File: config.mk
export PLATFORM = sky130hd
export DESIGN_NAME = ssp_port
export DESIGN_NICKNAME = d
export VERILOG_FILES = /design/src/rtl/ssp_pkg.sv /design/src/rtl/ssp_sync.sv /design/src/rtl/ssp_edge.sv /design/src/rtl/ssp_port.sv
export SDC_FILE = /design/constraint.sdc
export NUM_CORES = 1
export LEC_CHECK = 0
export BUFFER_PORTS_ARGS = -buffer_cell sky130_fd_sc_hd__buf_2
export CORE_UTILIZATION = 59
export CTS_BUF_LIST = sky130_fd_sc_hd__clkbuf_2
export DETAILED_ROUTE_END_ITERATION = 10
export PLACE_DENSITY_LB_ADDON = 0.08
export SLEW_MARGIN = 40
export SYNTH_ARGS = -nofsm -noshare
export SYNTH_HDL_FRONTEND = slang
export SYNTH_SLANG_ARGS = --single-unit
File: constraint.sdc
create_clock -name clk -period 3.4 [get_ports clk]
set_clock_uncertainty 0.15 [all_clocks]
set_input_delay 0.17 -clock clk [delete_from_list [all_inputs] [get_ports clk]]
set_output_delay 0.17 -clock clk [all_outputs]
set_load 0.01 [all_outputs]
File: src/rtl/ssp_pkg.sv
package ssp_pkg;

    typedef enum logic [1:0] {
        FRM_LEVEL = 2'b00,
        FRM_EDGE  = 2'b01,
        FRM_RES2  = 2'b10,
        FRM_RES3  = 2'b11
    } frame_mode_e;

endpackage

File: src/rtl/ssp_sync.sv
module ssp_sync #(
    parameter int                WIDTH   = 3,
    parameter int                STAGES  = 2,
    parameter logic [WIDTH-1:0]  RST_VAL = '0
) (
    input  logic             clk,
    input  logic             rst_n,
    input  logic [WIDTH-1:0] d_i,
    output logic [WIDTH-1:0] q_o
);

    for (genvar b = 0; b < WIDTH; b++) begin : g_bit
        logic [STAGES-1:0] ff_q;
        always_ff @(posedge clk or negedge rst_n) begin
            if (!rst_n) ff_q <= {STAGES{RST_VAL[b]}};
            else        ff_q <= {ff_q[STAGES-2:0], d_i[b]};
        end
        assign q_o[b] = ff_q[STAGES-1];
    end

endmodule

File: src/rtl/ssp_edge.sv
module ssp_edge (
    input  logic clk,
    input  logic rst_n,
    input  logic pol_i,
    input  logic sclk_i,
    input  logic sync_i,
    output logic cap_o,
    output logic launch_o,
    output logic sync_fall_o
);

    logic sclk_q;
    logic sync_q;
    logic rise;
    logic fall;

    always_ff @(posedge clk or negedge rst_n) begin
        if (!rst_n) begin
            sclk_q <= 1'b0;
            sync_q <= 1'b1;
        end else begin
            sclk_q <= sclk_i;
            sync_q <= sync_i;
        end
    end

    assign rise        = sclk_i & ~sclk_q;
    assign fall        = ~sclk_i & sclk_q;
    assign cap_o       = pol_i ? rise : fall;
    assign launch_o    = pol_i ? fall : rise;
    assign sync_fall_o = sync_q & ~sync_i;

endmodule

File: src/rtl/ssp_port.sv
module ssp_port #(
    parameter int WORD_W      = 16,
    parameter int DATA_W      = 12,
    parameter int SYNC_STAGES = 2
) (
    input  logic              clk,
    input  logic              rst_n,
    input  logic [1:0]        mode_sel_i,
    input  logic              pol_i,
    input  logic              sclk_i,
    input  logic              sync_n_i,
    input  logic              din_i,
    input  logic [DATA_W-1:0] tx_data_i,
    input  logic              tx_load_i,
    output logic              dout_o,
    output logic              dout_en_o,
    output logic [WORD_W-1:0] rx_word_o,
    output logic              rx_valid_o
);
    import ssp_pkg::*;

    localparam int             CNT_W = $clog2(WORD_W);
    localparam int             PAD_W = WORD_W - DATA_W;
    localparam logic [CNT_W-1:0] LAST = CNT_W'(WORD_W - 1);

    typedef struct packed {
        logic              active;
        logic [CNT_W-1:0]  bit_cnt;
        logic [WORD_W-1:0] rx_sh;
        logic [WORD_W-1:0] tx_sh;
        logic              out_bit;
        logic [WORD_W-1:0] rx_word;
        logic              rx_valid;
        logic [DATA_W-1:0] hold;
    } ssp_state_t;

    ssp_state_t st_d, st_q;

    logic [2:0] raw_s;
    logic       sclk_s, sync_s, din_s;
    logic       cap, launch, sync_fall;
    logic       level_mode;

    ssp_sync #(.WIDTH(3), .STAGES(SYNC_STAGES), .RST_VAL(3'b010)) u_sync (
        .clk   (clk),
        .rst_n (rst_n),
        .d_i   ({din_i, sync_n_i, sclk_i}),
        .q_o   (raw_s)
    );
    assign {din_s, sync_s, sclk_s} = raw_s;

    ssp_edge u_edge (
        .clk         (clk),
        .rst_n       (rst_n),
        .pol_i       (pol_i),
        .sclk_i      (sclk_s),
        .sync_i      (sync_s),
        .cap_o       (cap),
        .launch_o    (launch),
        .sync_fall_o (sync_fall)
    );

    assign level_mode = (frame_mode_e'(mode_sel_i) != FRM_EDGE);

    always_comb begin
        st_d          = st_q;
        st_d.rx_valid = 1'b0;
        if (tx_load_i) st_d.hold = tx_data_i;

        if (sync_fall) begin
            st_d.active  = 1'b1;
            st_d.bit_cnt = '0;
            st_d.tx_sh   = {{PAD_W{1'b0}}, st_q.hold};
            st_d.out_bit = 1'b0;
        end else if (level_mode && sync_s) begin
            st_d.active  = 1'b0;
            st_d.bit_cnt = '0;
            st_d.out_bit = 1'b0;
        end else if (st_q.active) begin
            if (launch) begin
                st_d.out_bit = st_q.tx_sh[WORD_W-1];
                st_d.tx_sh   = {st_q.tx_sh[WORD_W-2:0], 1'b0};
            end
            if (cap) begin
                st_d.rx_sh = {st_q.rx_sh[WORD_W-2:0], din_s};
                if (st_q.bit_cnt == LAST) begin
                    st_d.rx_word  = {st_q.rx_sh[WORD_W-2:0], din_s};
                    st_d.rx_valid = 1'b1;
                    st_d.bit_cnt  = '0;
                    st_d.tx_sh    = {{PAD_W{1'b0}}, st_q.hold};
                    if (!level_mode) begin
                        st_d.active  = 1'b0;
                        st_d.out_bit = 1'b0;
                    end
                end else begin
                    st_d.bit_cnt = st_q.bit_cnt + 1'b1;
                end
            end
        end
    end

    always_ff @(posedge clk or negedge rst_n) begin
        if (!rst_n) st_q <= '0;
        else        st_q <= st_d;
    end

    assign dout_o     = st_q.out_bit;
    assign dout_en_o  = st_q.active;
    assign rx_word_o  = st_q.rx_word;
    assign rx_valid_o = st_q.rx_valid;

endmodule

* Yosys cells after proc, flatten, opt, wreduce, memory -nomap -nowiden
Index checks and enable logic that the tools add are counted.
** Operators by class
- Reduce and logical (&&, ||, !) cells :: 8
- Muxes and demuxes :: 17
- Eq/ne operators :: 3
- $add $sub $neg :: 1
- Bitwise gates (word level) :: 8
** Operators by type and width (number)
- two-way mux 55 bit :: 2
- two-way mux 17 bit :: 2
- two-way mux 34 bit :: 1
- two-way mux 16 bit :: 1
- two-way mux 5 bit :: 2
- two-way mux 1 bit :: 8
- nonzero test 3 bit :: 2
- NOT 1 bit :: 5
- AND reduction 5 bit :: 1
- adder 4 x 1 -> 4 bit, second input constant :: 1
- == test 4 bit, second input constant :: 1
- two-way mux 4 bit :: 1
- AND reduction 2 bit :: 2
- AND reduction 4 bit :: 1
- AND 1 bit :: 3
- != test 2 x 1 -> 1 bit, second input constant :: 1
- != test 2 bit, second input constant :: 1
- nonzero test 2 bit :: 1
- logical AND 1 bit :: 1
** Word-level totals
- Flip-flop bits (word level) :: 75
- Word-level logic and storage cells :: 50
- Bits of input ports :: 21
- Output and inout bits :: 19

* Depth between registers and ports, before layout
Gate-level depths: netlist (run 1).
- Depth after elaboration :: 10
- Gate-level depth with buffers :: 6
- Mapped depth without buffers :: 5

* Cells and area by module
A second synthesis (run 1) with hierarchy kept.
** Second synthesis, totals
- Cells, all modules :: 214
- Area, all modules :: 3074.2 sq um
** By module, submodules not included
- ssp_port :: sequential area each 1651.6 sq um, area each 2807.7 sq um, times used 1, cells an instance 198
- ssp_sync :: sequential area each 152.6 sq um, area each 175.2 sq um, times used 1, cells an instance 9
- ssp_edge :: sequential area each 51.3 sq um, area each 91.3 sq um, times used 1, cells an instance 7

* Least setup slack after synthesis (run 1)
OpenSTA, ideal clock, no wires.
- Path kind :: flip-flop to flip-flop
- Start :: register u_edge.sync_q
- End :: register st_q[52] (netlist name)
- Stages on the path, launching flop included :: 7
- Path slack :: 1.507 ns
- Library setup time :: 0.125 ns
- Path buffers :: 2
- Data required time :: 3.125 ns
- Data arrival time :: 1.618 ns
- Clock period less this slack :: 1.893 ns
- Path through :: dfstp_2 or2b_4 o211ai_2 o21bai_1 buf_4 buf_6 mux2_4
** On the way
- Longest elaborated chain between the ends :: 3
** Ends and longest elaborated chain
- from (decl) :: RTL line ssp_edge.sv:13 : logic sync_q;
- from (signal assigned) :: RTL line ssp_edge.sv:23 : sync_q <= sync_i;
- AND 1 bit :: RTL line ssp_edge.sv:31 : assign sync_fall_o = sync_q & ~sync_i;
- NOT 1 bit (no line)
- AND reduction 4 bit (no line)
- to (signal assigned) :: RTL line ssp_port.sv:104 : else st_q <= st_d;
- to (decl) :: RTL line ssp_port.sv:37 : ssp_state_t st_d, st_q;
Every way passes these cells.
A chain may end at the register's enable or synchronous reset.

* Final worst setup path (run 1)
- Start :: register u_edge.sync_q
- End :: register st_q[31] (netlist name)
** On the way
- Longest elaborated chain between the ends :: 3
- Elaborated cells between the ends (all ways) :: 5
- Classes of those cells :: eq/ne: 1; mux: 1; bitwise: 1; reduce/logical: 2
** Ends and longest elaborated chain (RTL line)
- AND 1 bit * :: ssp_edge.sv:31
- != test 2 bit (no line) or nonzero test 2 bit (tied branches)
- AND reduction 2 bit (no line)
Mark *: on every way between the ends. The rest lies on a longest branch, timed or not.

==> report_table.html, run 1 <==
<table>
<tr><th>Metric</th><th>Value</th></tr>
<tr><th colspan="2">Status</th></tr>
<tr><td>Status</td><td>finished clean</td></tr>
<tr><th colspan="2">Critical path</th></tr>
<tr><td>Worst-path fanout max</td><td>14</td></tr>
<tr><td>Req. time, crit path</td><td>3650 ps</td></tr>
<tr><td>Setup CP Type</td><td>reg -&gt; reg</td></tr>
<tr><td>Kind of start point of the critical path</td><td>flop</td></tr>
<tr><td>Endpoint of the worst-slack reg-to-reg timing path</td><td>st_q[31]</td></tr>
<tr><td>Number of cell instances on the worst register-to-register path</td><td>4</td></tr>
<tr><td>Worst endpoint data arrival time</td><td>2620 ps</td></tr>
<tr><td>R2R Path Start</td><td>u_edge.sync_q</td></tr>
<tr><td>Worst Setup End Kind</td><td>flop</td></tr>
<tr><td>Flop-to-flop setup slack</td><td>1030 ps</td></tr>
<tr><th colspan="2">Synth</th></tr>
<tr><td>Number of nets produced by synthesis</td><td>263</td></tr>
<tr><td>Cell types with the largest area share after synthesis</td><td>sky130_fd_sc_hd__dfrtp_1, sky130_fd_sc_hd__mux2_2, sky130_fd_sc_hd__mux2_4</td></tr>
<tr><td>Count of different cell masters after synthesis</td><td>43</td></tr>
<tr><td>Netlist Area Pre-Place</td><td>3280 um^2</td></tr>
<tr><td>Average footprint of a synthesized cell</td><td>13.6 um^2</td></tr>
<tr><td>FF+latch count, synth</td><td>74</td></tr>
<tr><td>Cell type contributing the most total cell area after synthesis</td><td>sky130_fd_sc_hd__dfrtp_1</td></tr>
<tr><td>Synthesized instance count</td><td>241</td></tr>
<tr><td>Proportion of netlist area held by the largest area contributor</td><td>54.2%</td></tr>
<tr><td>Syn. warnings</td><td>0</td></tr>
<tr><td>Portion of the post-synthesis area used by sequential elements</td><td>56.6%</td></tr>
<tr><th colspan="2">Cells and area</th></tr>
<tr><td>Layout Cell Area excl Fill</td><td>3840 um^2</td></tr>
<tr><td>Fraction of final layout cells sized beyond drive strength 1</td><td>38.6%</td></tr>
<tr><td>Filler Cells Inserted</td><td>366</td></tr>
<tr><td>Number of nets in the final layout</td><td>323</td></tr>
<tr><td>Area growth from synthesis to final layout</td><td>17.3%</td></tr>
<tr><td>Diodes inserted</td><td>0</td></tr>
<tr><th colspan="2">Run</th></tr>
<tr><td>Number of maximum-capacitance violations</td><td>0</td></tr>
<tr><th colspan="2">Clock network</th></tr>
<tr><td>Clock transition at the registers of the reported paths</td><td>180 ps</td></tr>
<tr><td>Setup bufs post-CTS</td><td>0</td></tr>
<tr><td>Clock Path Buffers</td><td>2</td></tr>
<tr><td>Clock Sinks</td><td>74</td></tr>
<tr><td>CTS HTree Levels</td><td>3</td></tr>
<tr><td>Clock latency reported for the late side of the worst-skew pair</td><td>490 ps</td></tr>
<tr><td>Clock tree from TritonCTS</td><td>yes</td></tr>
<tr><td>Total CTS buffers</td><td>9</td></tr>
<tr><td>Library cell used as clock root buffer</td><td>sky130_fd_sc_hd__clkbuf_2</td></tr>
<tr><th colspan="2">Routing</th></tr>
<tr><td>First-pass DRT Iterations</td><td>4</td></tr>
<tr><td>Routed vias</td><td>2004</td></tr>
<tr><td>Wirelength per Cell</td><td>15.3 um</td></tr>
<tr><td>Initial drt markers</td><td>53</td></tr>
<tr><td>Number of nets with antenna violations after routing</td><td>0</td></tr>
<tr><td>Via-per-instance ratio</td><td>5.33</td></tr>
<tr><td>Total Wirelength</td><td>5770 um</td></tr>
<tr><td>DRC errors left</td><td>0</td></tr>
<tr><th colspan="2">Place</th></tr>
<tr><td>Post-place setup slack</td><td>1040 ps</td></tr>
<tr><td>Quantity of I/O buffers inserted on ports</td><td>39</td></tr>
<tr><td>Dpl cell area</td><td>3400 um^2</td></tr>
<tr><td>Routability congestion estimate from global placement</td><td>0.764</td></tr>
<tr><td>HPWL after detailed placement</td><td>3490 um</td></tr>
<tr><th colspan="2">Power and ir drop</th></tr>
<tr><td>Leakage dissipation</td><td>1.94 nW</td></tr>
<tr><td>Internal power summed over all cells</td><td>1.23 mW</td></tr>
<tr><td>Total net switching power</td><td>0.431 mW</td></tr>
<tr><td>Share of power burned in registers</td><td>59.6%</td></tr>
<tr><td>Peak VDD IR</td><td>247 uV</td></tr>
<tr><td>Gate power share</td><td>12.4%</td></tr>
<tr><td>Fraction of power spent switching nets</td><td>25.9%</td></tr>
<tr><td>Total power density per cell area</td><td>433 nW/um^2</td></tr>
<tr><td>Proportion of power drawn by the clock network</td><td>27.9%</td></tr>
<tr><th colspan="2">Timing</th></tr>
<tr><td>Finish-stage setup viols</td><td>0</td></tr>
<tr><td>Setup slack after layout</td><td>1030 ps</td></tr>
<tr><td>Final period util</td><td>69.8%</td></tr>
<tr><td>Setup repair after global routing missed its margin</td><td>no</td></tr>
<tr><td>Peak clock frequency supported by timing</td><td>0.421 GHz</td></tr>
<tr><td>Time the worst path needs with I/O delays and setup</td><td>2370 ps</td></tr>
<tr><td>Accumulated negative setup slack</td><td>0 ps</td></tr>
<tr><td>WHS</td><td>71.3 ps</td></tr>
<tr><td>Number of hold violations in the final report</td><td>0</td></tr>
<tr><td>Pin slew with the least headroom to its limit</td><td>755 ps</td></tr>
<tr><td>Tightest slew margin relative to the limit</td><td>49.6%</td></tr>
<tr><td>Total count of max-transition violations in the final report</td><td>0</td></tr>
<tr><th colspan="2">Hold path</th></tr>
<tr><td>Number of cells on the worst hold path</td><td>5</td></tr>
<tr><td>Min-delay src</td><td>mode_sel_i[0]</td></tr>
<tr><td>Hold Path Sink</td><td>st_q[64]</td></tr>
<tr><td>Classification of the worst-slack hold path</td><td>in -&gt; reg</td></tr>
<tr><th colspan="2">Floorplan</th></tr>
<tr><td>Placement Rows</td><td>26</td></tr>
<tr><td>Initial Util</td><td>62.6%</td></tr>
<tr><td>Core Region</td><td>5240 um^2</td></tr>
<tr><td>X dimension of the die</td><td>76.5 um</td></tr>
<tr><td>Top-level port count</td><td>40</td></tr>
<tr><td>Die boundary height</td><td>76.5 um</td></tr>
<tr><td>Full die area</td><td>5860 um^2</td></tr>
<tr><th colspan="2">Global route</th></tr>
<tr><td>Maximum number of pins on one net before global-route repair</td><td>75</td></tr>
<tr><td>Initial antenna violation count</td><td>0</td></tr>
<tr><td>First-pass GRT wire length</td><td>10000 um</td></tr>
<tr><td>Number of global-route vias before repair</td><td>2067</td></tr>
<tr><td>GRT Total Usage</td><td>22.4%</td></tr>
<tr><td>Total global routing overflow</td><td>0</td></tr>
</table>
[registers in the layout, indices dropped and copies added, names as in the netlist]
name,flops
dout_en_o,1
u_edge.sclk_q,1
st_q,47
rx_word_o,16
dout_o,1
u_sync.g_bit.ff_q,6
u_edge.sync_q,1
rx_valid_o,1
[routing by layer]
| layer | global-route usage (%) | up-vias | wire [um] |
|---|---|---|---|
| met3 | 7.54 | 5 | 181 |
| met2 | 35.8 | 36 | 2870 |
| met5 | 0 | - | 0 |
| li1 | - | 971 | - |
| met1 | 29.1 | 992 | 2680 |
| met4 | 6.92 | 0 | 36 |
[layout by cell type (no fill, tap or decap), types with 2 or more instances in the layout]
cell type                        n
sky130_fd_sc_hd__dfstp_2         3
sky130_fd_sc_hd__mux2i_1         2
sky130_fd_sc_hd__and3b_1         3
sky130_fd_sc_hd__inv_1          17
sky130_fd_sc_hd__mux2_4         16
sky130_fd_sc_hd__nor2_1         12
sky130_fd_sc_hd__mux2_2         26
sky130_fd_sc_hd__nand2b_1        2
sky130_fd_sc_hd__nand2_1         2
sky130_fd_sc_hd__nor2b_1         2
sky130_fd_sc_hd__nor3b_2         2
sky130_fd_sc_hd__a221oi_2        5
sky130_fd_sc_hd__o211ai_1        3
sky130_fd_sc_hd__dlygate4sd3_1  33
sky130_fd_sc_hd__a221oi_1        6
sky130_fd_sc_hd__nor4_1          9
sky130_fd_sc_hd__o21ai_0         3
sky130_fd_sc_hd__o31ai_1         2
sky130_fd_sc_hd__nand3_1         3
sky130_fd_sc_hd__clkbuf_2       11
sky130_fd_sc_hd__a211oi_1        2
sky130_fd_sc_hd__nor2_2          2
sky130_fd_sc_hd__a22o_1          5
sky130_fd_sc_hd__dfrtp_1        71
sky130_fd_sc_hd__a31oi_1         2
sky130_fd_sc_hd__buf_2          39
[synthesized netlist by cell type]
master,number
sky130_fd_sc_hd__a221oi_1,6
sky130_fd_sc_hd__dfrtp_1,71
sky130_fd_sc_hd__o21ba_2,1
sky130_fd_sc_hd__o21a_2,1
sky130_fd_sc_hd__nor4_1,9
sky130_fd_sc_hd__o311ai_0,1
sky130_fd_sc_hd__a21oi_1,1
sky130_fd_sc_hd__o211ai_1,3
sky130_fd_sc_hd__a221oi_2,5
sky130_fd_sc_hd__mux2i_1,2
sky130_fd_sc_hd__o21ai_2,1
sky130_fd_sc_hd__dfstp_2,3
sky130_fd_sc_hd__a31oi_1,2
sky130_fd_sc_hd__o31ai_1,2
sky130_fd_sc_hd__nand2_1,2
sky130_fd_sc_hd__mux2_4,16
sky130_fd_sc_hd__a211oi_1,2
sky130_fd_sc_hd__buf_6,3
sky130_fd_sc_hd__ha_1,1
sky130_fd_sc_hd__buf_2,4
sky130_fd_sc_hd__o21ai_0,3
sky130_fd_sc_hd__and3b_1,3
sky130_fd_sc_hd__o22ai_1,1
sky130_fd_sc_hd__o211ai_2,1
sky130_fd_sc_hd__buf_4,17
sky130_fd_sc_hd__a41o_1,1
sky130_fd_sc_hd__mux2_2,26
sky130_fd_sc_hd__buf_1,1
sky130_fd_sc_hd__nor2_2,2
sky130_fd_sc_hd__or2b_4,1
sky130_fd_sc_hd__nand3_4,1
sky130_fd_sc_hd__a21oi_4,1
sky130_fd_sc_hd__xnor2_1,1
sky130_fd_sc_hd__nor3_1,1
sky130_fd_sc_hd__o21bai_1,1
sky130_fd_sc_hd__nor2_1,12
sky130_fd_sc_hd__inv_1,17
sky130_fd_sc_hd__and3_1,1
sky130_fd_sc_hd__nor2b_1,2
sky130_fd_sc_hd__nor3b_2,2
sky130_fd_sc_hd__nand2b_1,2
sky130_fd_sc_hd__nand3_1,3
sky130_fd_sc_hd__a22o_1,5
[repair_timing]
| item | in CTS | in global routing |
|---|---|---|
| gates resized for setup | 0 | 0 |
| endpoints found under the hold margin | 91 | 0 |
| hold buffers | 33 | 0 |
| endpoints found under the setup margin | 0 | 0 |
[per-stage QoR]
step           utilization [%]  total power, mW  std cells
2_1_floorplan                -             1.12        241
3_3_place_gp              64.8             1.17        327
3_5_place_dp              65.0             1.18        327
4_1_cts                   73.4             1.68        376
5_1_grt                   73.4             1.75        376
6_report                  73.4             1.66        376
[cell families (layout without fill, tap and decap cells)]
family,Yosys count,count (layout),synth area share [%]
muxes,44,44,16.9
buffers and inverters,42,107,7.60
DFF,74,74,56.6
and+or+nand+nor,41,41,7.71
AOI/OAI and AO/OA,38,38,10.5
adders and majority gates,1,1,0.382
xor gates and xnor gates,1,1,0.267
[power by group through the flow]
stage,Combinational (mW),Clock [mW],Sequential [mW]
final,0.207,0.465,0.993
after global routing,0.229,0.521,1.00
after floorplan,0.124,0,0.993
after detailed placement,0.169,0,1.01
after global placement,0.162,0,1.01
after CTS,0.207,0.482,0.992
[final cells by class]
type	count	area (um^2)	share of cell area (%)
clock buffer	11	55.1	1.43
clock inverter	5	55.1	1.43
inverter	17	63.8	1.66
multi-input combinational	125	1180	30.8
sequential	74	1860	48.3
tap	70	87.6	2.28
timing repair buffer	74	544	14.2
[critical path, stage by stage (launching register included)]
cell,delay [ps]
sky130_fd_sc_hd__dfstp_2,580
sky130_fd_sc_hd__nor2b_1,610
sky130_fd_sc_hd__a21oi_4,110
sky130_fd_sc_hd__a41o_1,490
sky130_fd_sc_hd__a221oi_1,360
[how the worst max path moves through the flow]
stage	from	endpoint	cells past startpoint
3_3_place_gp	u_edge.sync_q	st_q[31]	4
6_report	u_edge.sync_q	st_q[31]	4
3_5_place_dp	u_edge.sync_q	st_q[35]	4
5_1_grt	u_edge.sync_q	st_q[31]	4
4_1_cts	u_edge.sync_q	st_q[31]	4
2_1_floorplan	u_edge.sync_q	st_q[52]	6
Note: power is estimated with default switching activity, not from simulation.
==> run 2, diff against run 1 <==
- CORE_UTILIZATION: 59 -> 54
- clock period: 3.4 -> 2.1 ns (I/O delays scaled with it)
==> run 2 against run 1 <==
Routed wire length up 3.4%. Count of clock-buffer cells in the layout shrank 2. Non-clock buffer count is 9 higher. Die area up 9.0%. Maximum frequency up 21%. Clock power rose by 93%. Register-to-register slack got worse by 880 ps. Combinational power is 75% higher. Worst setup slack got worse by 880 ps. First-iteration DRC count up 120%.
==> report_table.html, run 2 (synthesis gave the netlist of run 1 again) <==
<table>
<tr><th>Metric</th><th>Value</th></tr>
<tr><th colspan="2">Place</th></tr>
<tr><td>HPWL after detailed placement</td><td>3680 um (+5.3%)</td></tr>
<tr><td>Quantity of I/O buffers inserted on ports</td><td>39 (unchanged)</td></tr>
<tr><td>Dpl cell area</td><td>3470 um^2 (+2.0%)</td></tr>
<tr><td>Routability congestion estimate from global placement</td><td>0.734 (-3.9%)</td></tr>
<tr><th colspan="2">Run</th></tr>
<tr><td>Number of maximum-capacitance violations</td><td>0 (unchanged)</td></tr>
<tr><th colspan="2">Timing</th></tr>
<tr><td>Time the worst path needs with I/O delays and setup</td><td>1960 ps (-415 ps)</td></tr>
<tr><td>Pin slew with the least headroom to its limit</td><td>448 ps (-307 ps)</td></tr>
<tr><td>Total count of max-transition violations in the final report</td><td>0 (unchanged)</td></tr>
<tr><td>Final period util</td><td>93.2% (+23 points)</td></tr>
<tr><td>Tightest slew margin relative to the limit</td><td>70.0% (+20 points)</td></tr>
<tr><td>Finish-stage setup viols</td><td>0 (unchanged)</td></tr>
<tr><td>Peak clock frequency supported by timing</td><td>0.511 GHz (+21%)</td></tr>
<tr><td>Number of hold violations in the final report</td><td>0 (unchanged)</td></tr>
<tr><th colspan="2">Clock network</th></tr>
<tr><td>Clock transition at the registers of the reported paths</td><td>210 ps (+30 ps)</td></tr>
<tr><td>Clock tree from TritonCTS</td><td>yes</td></tr>
<tr><td>CTS HTree Levels</td><td>3 (unchanged)</td></tr>
<tr><td>Clock Sinks</td><td>74 (unchanged)</td></tr>
<tr><td>Total CTS buffers</td><td>9 (unchanged)</td></tr>
<tr><td>Clock latency reported for the late side of the worst-skew pair</td><td>480 ps (about the same)</td></tr>
<tr><td>Library cell used as clock root buffer</td><td>sky130_fd_sc_hd__clkbuf_2</td></tr>
<tr><td>Clock Path Buffers</td><td>2 (unchanged)</td></tr>
<tr><th colspan="2">Global route</th></tr>
<tr><td>First-pass GRT wire length</td><td>10200 um (+1.9%)</td></tr>
<tr><td>Initial antenna violation count</td><td>0 (unchanged)</td></tr>
<tr><td>Maximum number of pins on one net before global-route repair</td><td>37 (-51%)</td></tr>
<tr><td>Number of global-route vias before repair</td><td>2097 (+1.5%)</td></tr>
<tr><td>GRT Total Usage</td><td>21.4% (-1.1 points)</td></tr>
<tr><td>Total global routing overflow</td><td>0 (unchanged)</td></tr>
<tr><th colspan="2">Critical path</th></tr>
<tr><td>Kind of start point of the critical path</td><td>flop</td></tr>
<tr><td>Worst-path fanout max</td><td>14 (unchanged)</td></tr>
<tr><td>Worst endpoint data arrival time</td><td>2200 ps (-420 ps)</td></tr>
<tr><td>Req. time, crit path</td><td>2340 ps (-1310 ps)</td></tr>
<tr><td>R2R Path Start</td><td>u_sync.g_bit[0].ff_q[1]</td></tr>
<tr><td>Flop-to-flop setup slack</td><td>140 ps (-880 ps)</td></tr>
<tr><td>Endpoint of the worst-slack reg-to-reg timing path</td><td>st_q[34]</td></tr>
<tr><td>Critical path endpoint</td><td>st_q[34]</td></tr>
<tr><td>Worst Setup End Kind</td><td>flop</td></tr>
<tr><td>Number of cell instances on the worst register-to-register path</td><td>5 (+1)</td></tr>
<tr><td>Setup CP Type</td><td>reg -&gt; reg</td></tr>
<tr><td>Crit path from</td><td>u_sync.g_bit[0].ff_q[1]</td></tr>
<tr><th colspan="2">Floorplan</th></tr>
<tr><td>Die boundary height</td><td>79.9 um (+4.4%)</td></tr>
<tr><td>Full die area</td><td>6380 um^2 (+9.0%)</td></tr>
<tr><td>Core Region</td><td>5890 um^2 (+12%)</td></tr>
<tr><td>Initial Util</td><td>55.7% (-6.9 points)</td></tr>
<tr><td>Top-level port count</td><td>40 (unchanged)</td></tr>
<tr><td>X dimension of the die</td><td>79.9 um (+4.4%)</td></tr>
<tr><td>Placement Rows</td><td>28 (+7.7%)</td></tr>
<tr><th colspan="2">Routing</th></tr>
<tr><td>Number of nets with antenna violations after routing</td><td>0 (unchanged)</td></tr>
<tr><td>Initial drt markers</td><td>115 (+120%)</td></tr>
<tr><td>Routed vias</td><td>2056 (+2.6%)</td></tr>
<tr><td>DRC errors left</td><td>0 (unchanged)</td></tr>
<tr><td>Total Wirelength</td><td>5960 um (+3.4%)</td></tr>
<tr><td>Via-per-instance ratio</td><td>5.27 (-1.1%)</td></tr>
<tr><td>Wirelength per Cell</td><td>15.3 um (-0.35%)</td></tr>
<tr><td>First-pass DRT Iterations</td><td>4 (unchanged)</td></tr>
<tr><th colspan="2">Power and ir drop</th></tr>
<tr><td>Peak VDD IR</td><td>614 uV (+150%)</td></tr>
<tr><td>Leakage dissipation</td><td>2.01 nW (+3.8%)</td></tr>
<tr><td>Total power density per cell area</td><td>714 nW/um^2 (+65%)</td></tr>
<tr><th colspan="2">Status</th></tr>
<tr><td>Status</td><td>finished clean</td></tr>
<tr><th colspan="2">Cells and area</th></tr>
<tr><td>Reg with most FFs</td><td>st_q</td></tr>
<tr><td>Number of nets in the final layout</td><td>332 (+2.8%)</td></tr>
<tr><td>Fraction of final layout cells sized beyond drive strength 1</td><td>41.9% (+3.3 points)</td></tr>
<tr><td>Most common cell after layout, fill and taps aside</td><td>sky130_fd_sc_hd__dfrtp_1</td></tr>
<tr><td>Layout Cell Area excl Fill</td><td>4010 um^2 (+4.3%)</td></tr>
<tr><td>Max FFs per register</td><td>47 (unchanged)</td></tr>
<tr><td>Final cell utilization of the core</td><td>68.1% (-5.3 points)</td></tr>
<tr><td>Diodes inserted</td><td>0 (unchanged)</td></tr>
<tr><td>Most used cells in the layout excluding fill and tap cells</td><td>sky130_fd_sc_hd__dfrtp_1, sky130_fd_sc_hd__buf_2, sky130_fd_sc_hd__dlygate4sd3_1</td></tr>
<tr><td>Area growth from synthesis to final layout</td><td>22.3%</td></tr>
<tr><th colspan="2">Hold path</th></tr>
<tr><td>Classification of the worst-slack hold path</td><td>in -&gt; reg</td></tr>
</table>
==> run 2: cell count changes in the layout (fill, tap and decap cells not counted), moves of 2 or more <==
cell                       delta
sky130_fd_sc_hd__buf_12       +3
sky130_fd_sc_hd__buf_4        +7
sky130_fd_sc_hd__clkbuf_2     -2
sky130_fd_sc_hd__clkinv_2     +2
==> run 2: repair_timing <==
| action | in CTS | in global routing |
|---|---|---|
| buffers inserted | 0 | 1 |
| endpoints found under the hold margin | 92 | 0 |
| hold buffers | 36 | 0 |
| endpoints found under the setup margin | 0 | 25 |
| resized for setup | 0 | 8 |
==> run 2: per-stage QoR <==
stage	worst slack [ps]	std cells	setup TNS (ps)	power (mW)	hold slack, ps
after floorplan	207	241	0	1.81	-341
after global placement	164	338	0	1.91	-41.7
after detailed placement	99.0	338	0	1.92	-41.6
after CTS	22.6	390	0	2.88	49.8
after global routing	-7.19	390	-7.19	3.01	21.2
final	142	390	0	2.86	91.8
==> run 2: per-layer routing <==
metal	track usage, %	part of all wire, %	vias up	wire (um)
met4	6.61	0.89	0	53
met3	5.49	3.8	6	229
met2	32.8	47	46	2820
met5	0	0	-	0
met1	29.8	48	1009	2860
li1	-	-	995	-
==> run 2: worst min path at each step <==
stage	startpoint	endpoint	slack [ps]	cells after the start
3_5_place_dp	rst_n	u_sync.g_bit[0].ff_q[1]	-40	1
2_1_floorplan	rst_n	dout_en_o	-340	0
3_3_place_gp	rst_n	u_sync.g_bit[0].ff_q[1]	-40	1
5_1_grt	sclk_i	u_sync.g_bit[0].ff_q[0]	20	2
6_report	sclk_i	u_sync.g_bit[0].ff_q[0]	90	2
4_1_cts	din_i	u_sync.g_bit[2].ff_q[0]	50	2
==> run 2: final cells by class <==
type | instances | area, um^2
Multi-Input combinational cell | 125 | 1210
Fill cell | 465 | 1880
Timing Repair Buffer | 83 | 651
Clock inverter | 7 | 91.3
Inverter | 17 | 63.8
Clock buffer | 9 | 45.0
Tap cell | 75 | 93.8
Sequential cell | 74 | 1860
==> run 2: where the power goes <==
part | switching (mW) | internal [mW] | total (mW)
clock network | 0.504 | 0.392 | 0.896
registers | 0.0709 | 1.53 | 1.60
logic | 0.161 | 0.202 | 0.363
total | 0.736 | 2.13 | 2.86
==> run 2: critical path, cell delays in order (launching register included) <==
cell and delay (ps):
sky130_fd_sc_hd__dfrtp_1 460, sky130_fd_sc_hd__nor3b_2 380, sky130_fd_sc_hd__nor2_4 100, sky130_fd_sc_hd__a41o_1 250, sky130_fd_sc_hd__buf_4 190, sky130_fd_sc_hd__a221oi_1 340
==> run 3, diff against run 2 <==
- SYNTH_HIERARCHICAL: unset -> 1
==> run 3 against run 2 <==
Routed wire length decreased by 7.8%. Power grew 1.4%. Maximum frequency fell by 4.3%. Sequential power grew 4%. Clock power decreased by 1%. Register-to-register slack got worse by 90 ps.
==> report_table.html, run 3 <==
<table>
<tr><th>Metric</th><th>Value</th></tr>
<tr><th colspan="2">Status</th></tr>
<tr><td>Status</td><td>finished clean</td></tr>
<tr><th colspan="2">Synth</th></tr>
<tr><td>Post-synth EDFFs</td><td>0 (unchanged)</td></tr>
<tr><td>Portion of the post-synthesis area used by sequential elements</td><td>60.4% (+3.7 points)</td></tr>
<tr><td>Leading register cell type out of synthesis</td><td>sky130_fd_sc_hd__dfrtp_1</td></tr>
<tr><td>Proportion of netlist area held by the largest area contributor</td><td>57.8% (+3.6 points)</td></tr>
<tr><td>Leading cell types by count after synthesis</td><td>sky130_fd_sc_hd__dfrtp_1, sky130_fd_sc_hd__mux2_2, sky130_fd_sc_hd__buf_4</td></tr>
<tr><td>Number of nets produced by synthesis</td><td>236 (-10%)</td></tr>
<tr><td>Syn. warnings</td><td>6 (+6)</td></tr>
<tr><td>Asr flop ratio synth</td><td>100% (unchanged)</td></tr>
<tr><td>Average footprint of a synthesized cell</td><td>14.4 um^2 (+5.7%)</td></tr>
<tr><td>FF+latch count, synth</td><td>74 (unchanged)</td></tr>
<tr><td>Synthesized instance count</td><td>214 (-11%)</td></tr>
<tr><td>Netlist Area Pre-Place</td><td>3070 um^2 (-6.2%)</td></tr>
<tr><td>Most common cell in the synthesized netlist</td><td>sky130_fd_sc_hd__dfrtp_1</td></tr>
<tr><td>Cell type contributing the most total cell area after synthesis</td><td>sky130_fd_sc_hd__dfrtp_1</td></tr>
<tr><td>Count of different cell masters after synthesis</td><td>35 (-19%)</td></tr>
<tr><td>Cell types with the largest area share after synthesis</td><td>sky130_fd_sc_hd__dfrtp_1, sky130_fd_sc_hd__mux2_2, sky130_fd_sc_hd__buf_4</td></tr>
<tr><th colspan="2">Power and ir drop</th></tr>
<tr><td>Total net switching power</td><td>0.719 mW (-2.3%)</td></tr>
<tr><td>Gate power share</td><td>12.3% (-0.4 points)</td></tr>
<tr><td>Internal power summed over all cells</td><td>2.19 mW (+2.7%)</td></tr>
<tr><td>Share of power burned in registers</td><td>57.3% (+1.3 points)</td></tr>
<tr><td>Leakage dissipation</td><td>1.79 nW (-11%)</td></tr>
<tr><td>Peak VDD IR</td><td>525 uV (-14%)</td></tr>
<tr><td>Fraction of power spent switching nets</td><td>24.8% (-0.95 points)</td></tr>
<tr><td>Proportion of power drawn by the clock network</td><td>30.4% (-0.9 points)</td></tr>
<tr><td>Total power density per cell area</td><td>779 nW/um^2 (+9.0%)</td></tr>
<tr><th colspan="2">Global route</th></tr>
<tr><td>Total global routing overflow</td><td>0 (unchanged)</td></tr>
<tr><td>GRT Total Usage</td><td>20.2% (-1.2 points)</td></tr>
<tr><td>Number of global-route vias before repair</td><td>1987 (-5.2%)</td></tr>
<tr><td>Initial antenna violation count</td><td>0 (unchanged)</td></tr>
<tr><td>First-pass GRT wire length</td><td>9260 um (-9.1%)</td></tr>
<tr><td>Maximum number of pins on one net before global-route repair</td><td>39 (+5.4%)</td></tr>
<tr><th colspan="2">Floorplan</th></tr>
<tr><td>Core Region</td><td>5510 um^2 (-6.4%)</td></tr>
<tr><td>Full die area</td><td>6000 um^2 (-6.0%)</td></tr>
<tr><td>Initial Util</td><td>55.8% (+0.15 points)</td></tr>
<tr><td>Die boundary height</td><td>77.5 um (-3.1%)</td></tr>
<tr><td>Placement Rows</td><td>27 (-3.6%)</td></tr>
<tr><td>Top-level port count</td><td>40 (unchanged)</td></tr>
<tr><td>X dimension of the die</td><td>77.5 um (-3.1%)</td></tr>
<tr><th colspan="2">Critical path</th></tr>
<tr><td>Kind of start point of the critical path</td><td>flop</td></tr>
<tr><td>Worst endpoint data arrival time</td><td>2270 ps (+70 ps)</td></tr>
<tr><td>Setup CP Type</td><td>reg -&gt; reg</td></tr>
<tr><td>Req. time, crit path</td><td>2330 ps (about the same)</td></tr>
<tr><td>Worst Setup End Kind</td><td>flop</td></tr>
<tr><td>Worst-path fanout max</td><td>15 (+1)</td></tr>
<tr><th colspan="2">Cells and area</th></tr>
<tr><td>Most common cell after layout, fill and taps aside</td><td>sky130_fd_sc_hd__dfrtp_1</td></tr>
<tr><td>Most used cells in the layout excluding fill and tap cells</td><td>sky130_fd_sc_hd__dfrtp_1, sky130_fd_sc_hd__buf_2, sky130_fd_sc_hd__mux2_2</td></tr>
<tr><td>Number of nets in the final layout</td><td>301 (-9.3%)</td></tr>
<tr><td>Max FFs per register</td><td>47 (unchanged)</td></tr>
<tr><td>Final cell utilization of the core</td><td>67.7% (-0.40 points)</td></tr>
<tr><td>Area growth from synthesis to final layout</td><td>21.3%</td></tr>
<tr><td>Reg with most FFs</td><td>st_q</td></tr>
<tr><td>Diodes inserted</td><td>0 (unchanged)</td></tr>
<tr><td>Layout Cell Area excl Fill</td><td>3730 um^2 (-7.0%)</td></tr>
<tr><td>Fraction of final layout cells sized beyond drive strength 1</td><td>41.2% (-0.71 points)</td></tr>
<tr><th colspan="2">Place</th></tr>
<tr><td>Routability congestion estimate from global placement</td><td>0.800 (+8.9%)</td></tr>
<tr><td>Post-place setup slack</td><td>45.5 ps (-53.5 ps)</td></tr>
<tr><td>Dpl cell area</td><td>3230 um^2 (-6.8%)</td></tr>
<tr><td>HPWL after detailed placement</td><td>3480 um (-5.3%)</td></tr>
<tr><td>Quantity of I/O buffers inserted on ports</td><td>39 (unchanged)</td></tr>
<tr><th colspan="2">Timing</th></tr>
<tr><td>Number of hold violations in the final report</td><td>0 (unchanged)</td></tr>
<tr><td>Peak clock frequency supported by timing</td><td>0.489 GHz (-4.3%)</td></tr>
<tr><td>Finish-stage setup viols</td><td>0 (unchanged)</td></tr>
<tr><td>WHS</td><td>102 ps (+10.2 ps)</td></tr>
<tr><td>Tightest slew margin relative to the limit</td><td>64.2% (-5.9 points)</td></tr>
<tr><td>Pin slew with the least headroom to its limit</td><td>532 ps (+83.3 ps)</td></tr>
<tr><td>Setup slack after layout</td><td>55.0 ps (-87.4 ps)</td></tr>
<tr><td>Total count of max-transition violations in the final report</td><td>0 (unchanged)</td></tr>
<tr><td>Time the worst path needs with I/O delays and setup</td><td>2050 ps (+87.4 ps)</td></tr>
<tr><td>Final period util</td><td>97.4% (+4.2 points)</td></tr>
<tr><th colspan="2">Clock network</th></tr>
<tr><td>Clock transition at the registers of the reported paths</td><td>190 ps (-20 ps)</td></tr>
<tr><td>Clock Path Buffers</td><td>2 (unchanged)</td></tr>
<tr><td>Library cell used as clock root buffer</td><td>sky130_fd_sc_hd__clkbuf_2</td></tr>
<tr><td>Clock Sinks</td><td>74 (unchanged)</td></tr>
<tr><td>CTS HTree Levels</td><td>3 (unchanged)</td></tr>
<tr><td>Clock latency reported for the late side of the worst-skew pair</td><td>470 ps (about the same)</td></tr>
<tr><td>Setup bufs post-CTS</td><td>0 (unchanged)</td></tr>
<tr><td>Total CTS buffers</td><td>9 (unchanged)</td></tr>
<tr><td>Clock tree from TritonCTS</td><td>yes</td></tr>
<tr><th colspan="2">Routing</th></tr>
<tr><td>Initial drt markers</td><td>64 (-44%)</td></tr>
<tr><td>Number of nets with antenna violations after routing</td><td>0 (unchanged)</td></tr>
<tr><td>Wirelength per Cell</td><td>15.4 um (+1.0%)</td></tr>
<tr><td>Total Wirelength</td><td>5500 um (-7.8%)</td></tr>
<tr><td>DRC errors left</td><td>0 (unchanged)</td></tr>
<tr><td>Via-per-instance ratio</td><td>5.40 (+2.5%)</td></tr>
<tr><td>First-pass DRT Iterations</td><td>4 (unchanged)</td></tr>
<tr><td>Routed vias</td><td>1924 (-6.4%)</td></tr>
<tr><th colspan="2">Run</th></tr>
<tr><td>Number of maximum-capacitance violations</td><td>0 (unchanged)</td></tr>
<tr><th colspan="2">Hold path</th></tr>
<tr><td>Classification of the worst-slack hold path</td><td>in -&gt; reg</td></tr>
</table>
run 3: worst max-delay path, stage by stage, from the launching register on:
cell	delay, ps
sky130_fd_sc_hd__dfrtp_1	440
sky130_fd_sc_hd__or2b_1	280
sky130_fd_sc_hd__mux2i_4	180
sky130_fd_sc_hd__o2111a_1	280
sky130_fd_sc_hd__buf_4	260
sky130_fd_sc_hd__mux2_2	360
run 3: repair_timing:
item,in CTS,in global routing
resized for setup,0,3
hold endpoints to repair,91,0
hold buffers,34,0
setup endpoints to repair,0,19
run 3: path summary, 6_finish.rpt:
kind                                         start                       to  slack, ps  cells after the start
max                        u_sync/g_bit[0].ff_q[1]                 st_q[47]         50                      5
min                                  mode_sel_i[0]                 st_q[62]        100                      4
max reg2reg                u_sync/g_bit[0].ff_q[1]                 st_q[47]         50                      5
min reg2reg                u_sync/g_bit[1].ff_q[0]  u_sync/g_bit[1].ff_q[1]        220                      0
max in group asynchronous                    rst_n            u_edge/sync_q        590                      4
min in group asynchronous                    rst_n                 st_q[11]        560                      4
run 3: cells by family after synthesis:
logic type	share of synthesized area [%]
flip-flops	60.4
multiplexers	17.8
AO/OA/AOI/OAI	9.93
buffers and inverters	7.20
AND/OR/NAND/NOR	3.99
XOR/XNOR	0.285
adder cells (fa/ha/maj)	0.407
run 3: final cells by class:
class                      instances  area (um^2)
clock buffer                      10         50.0
clock inverter                     6         90.1
fill                             416         1780
inverter                           3         11.3
multi-input combinational        110         1030
sequential                        74         1860
tap                               72         90.1
timing repair buffer              81          603
run 3: power by group through the flow:
stage / sequential [mW] / clock [mW] / combinational, mW
6_report: 1.66 / 0.884 / 0.357
5_1_grt: 1.69 / 0.979 / 0.396
4_1_cts: 1.66 / 0.916 / 0.356
3_5_place_dp: 1.69 / 0 / 0.290
3_3_place_gp: 1.68 / 0 / 0.273
2_1_floorplan: 1.66 / 0 / 0.200
run 3: metrics by stage:
stage | power, mW | cells | setup TNS [ps]
3_3_place_gp | 1.95 | 305 | 0
5_1_grt | 3.06 | 356 | -6.20
6_report | 2.90 | 356 | 0
2_1_floorplan | 1.86 | 214 | -983
4_1_cts | 2.93 | 355 | 0
3_5_place_dp | 1.98 | 305 | 0
run 3: routing by layer:
layer	GRT usage [%]	share of wire (%)
met1	25.5	45
met2	32.7	49
met3	4.24	3.7
met4	10.6	2.4
met5	0	0
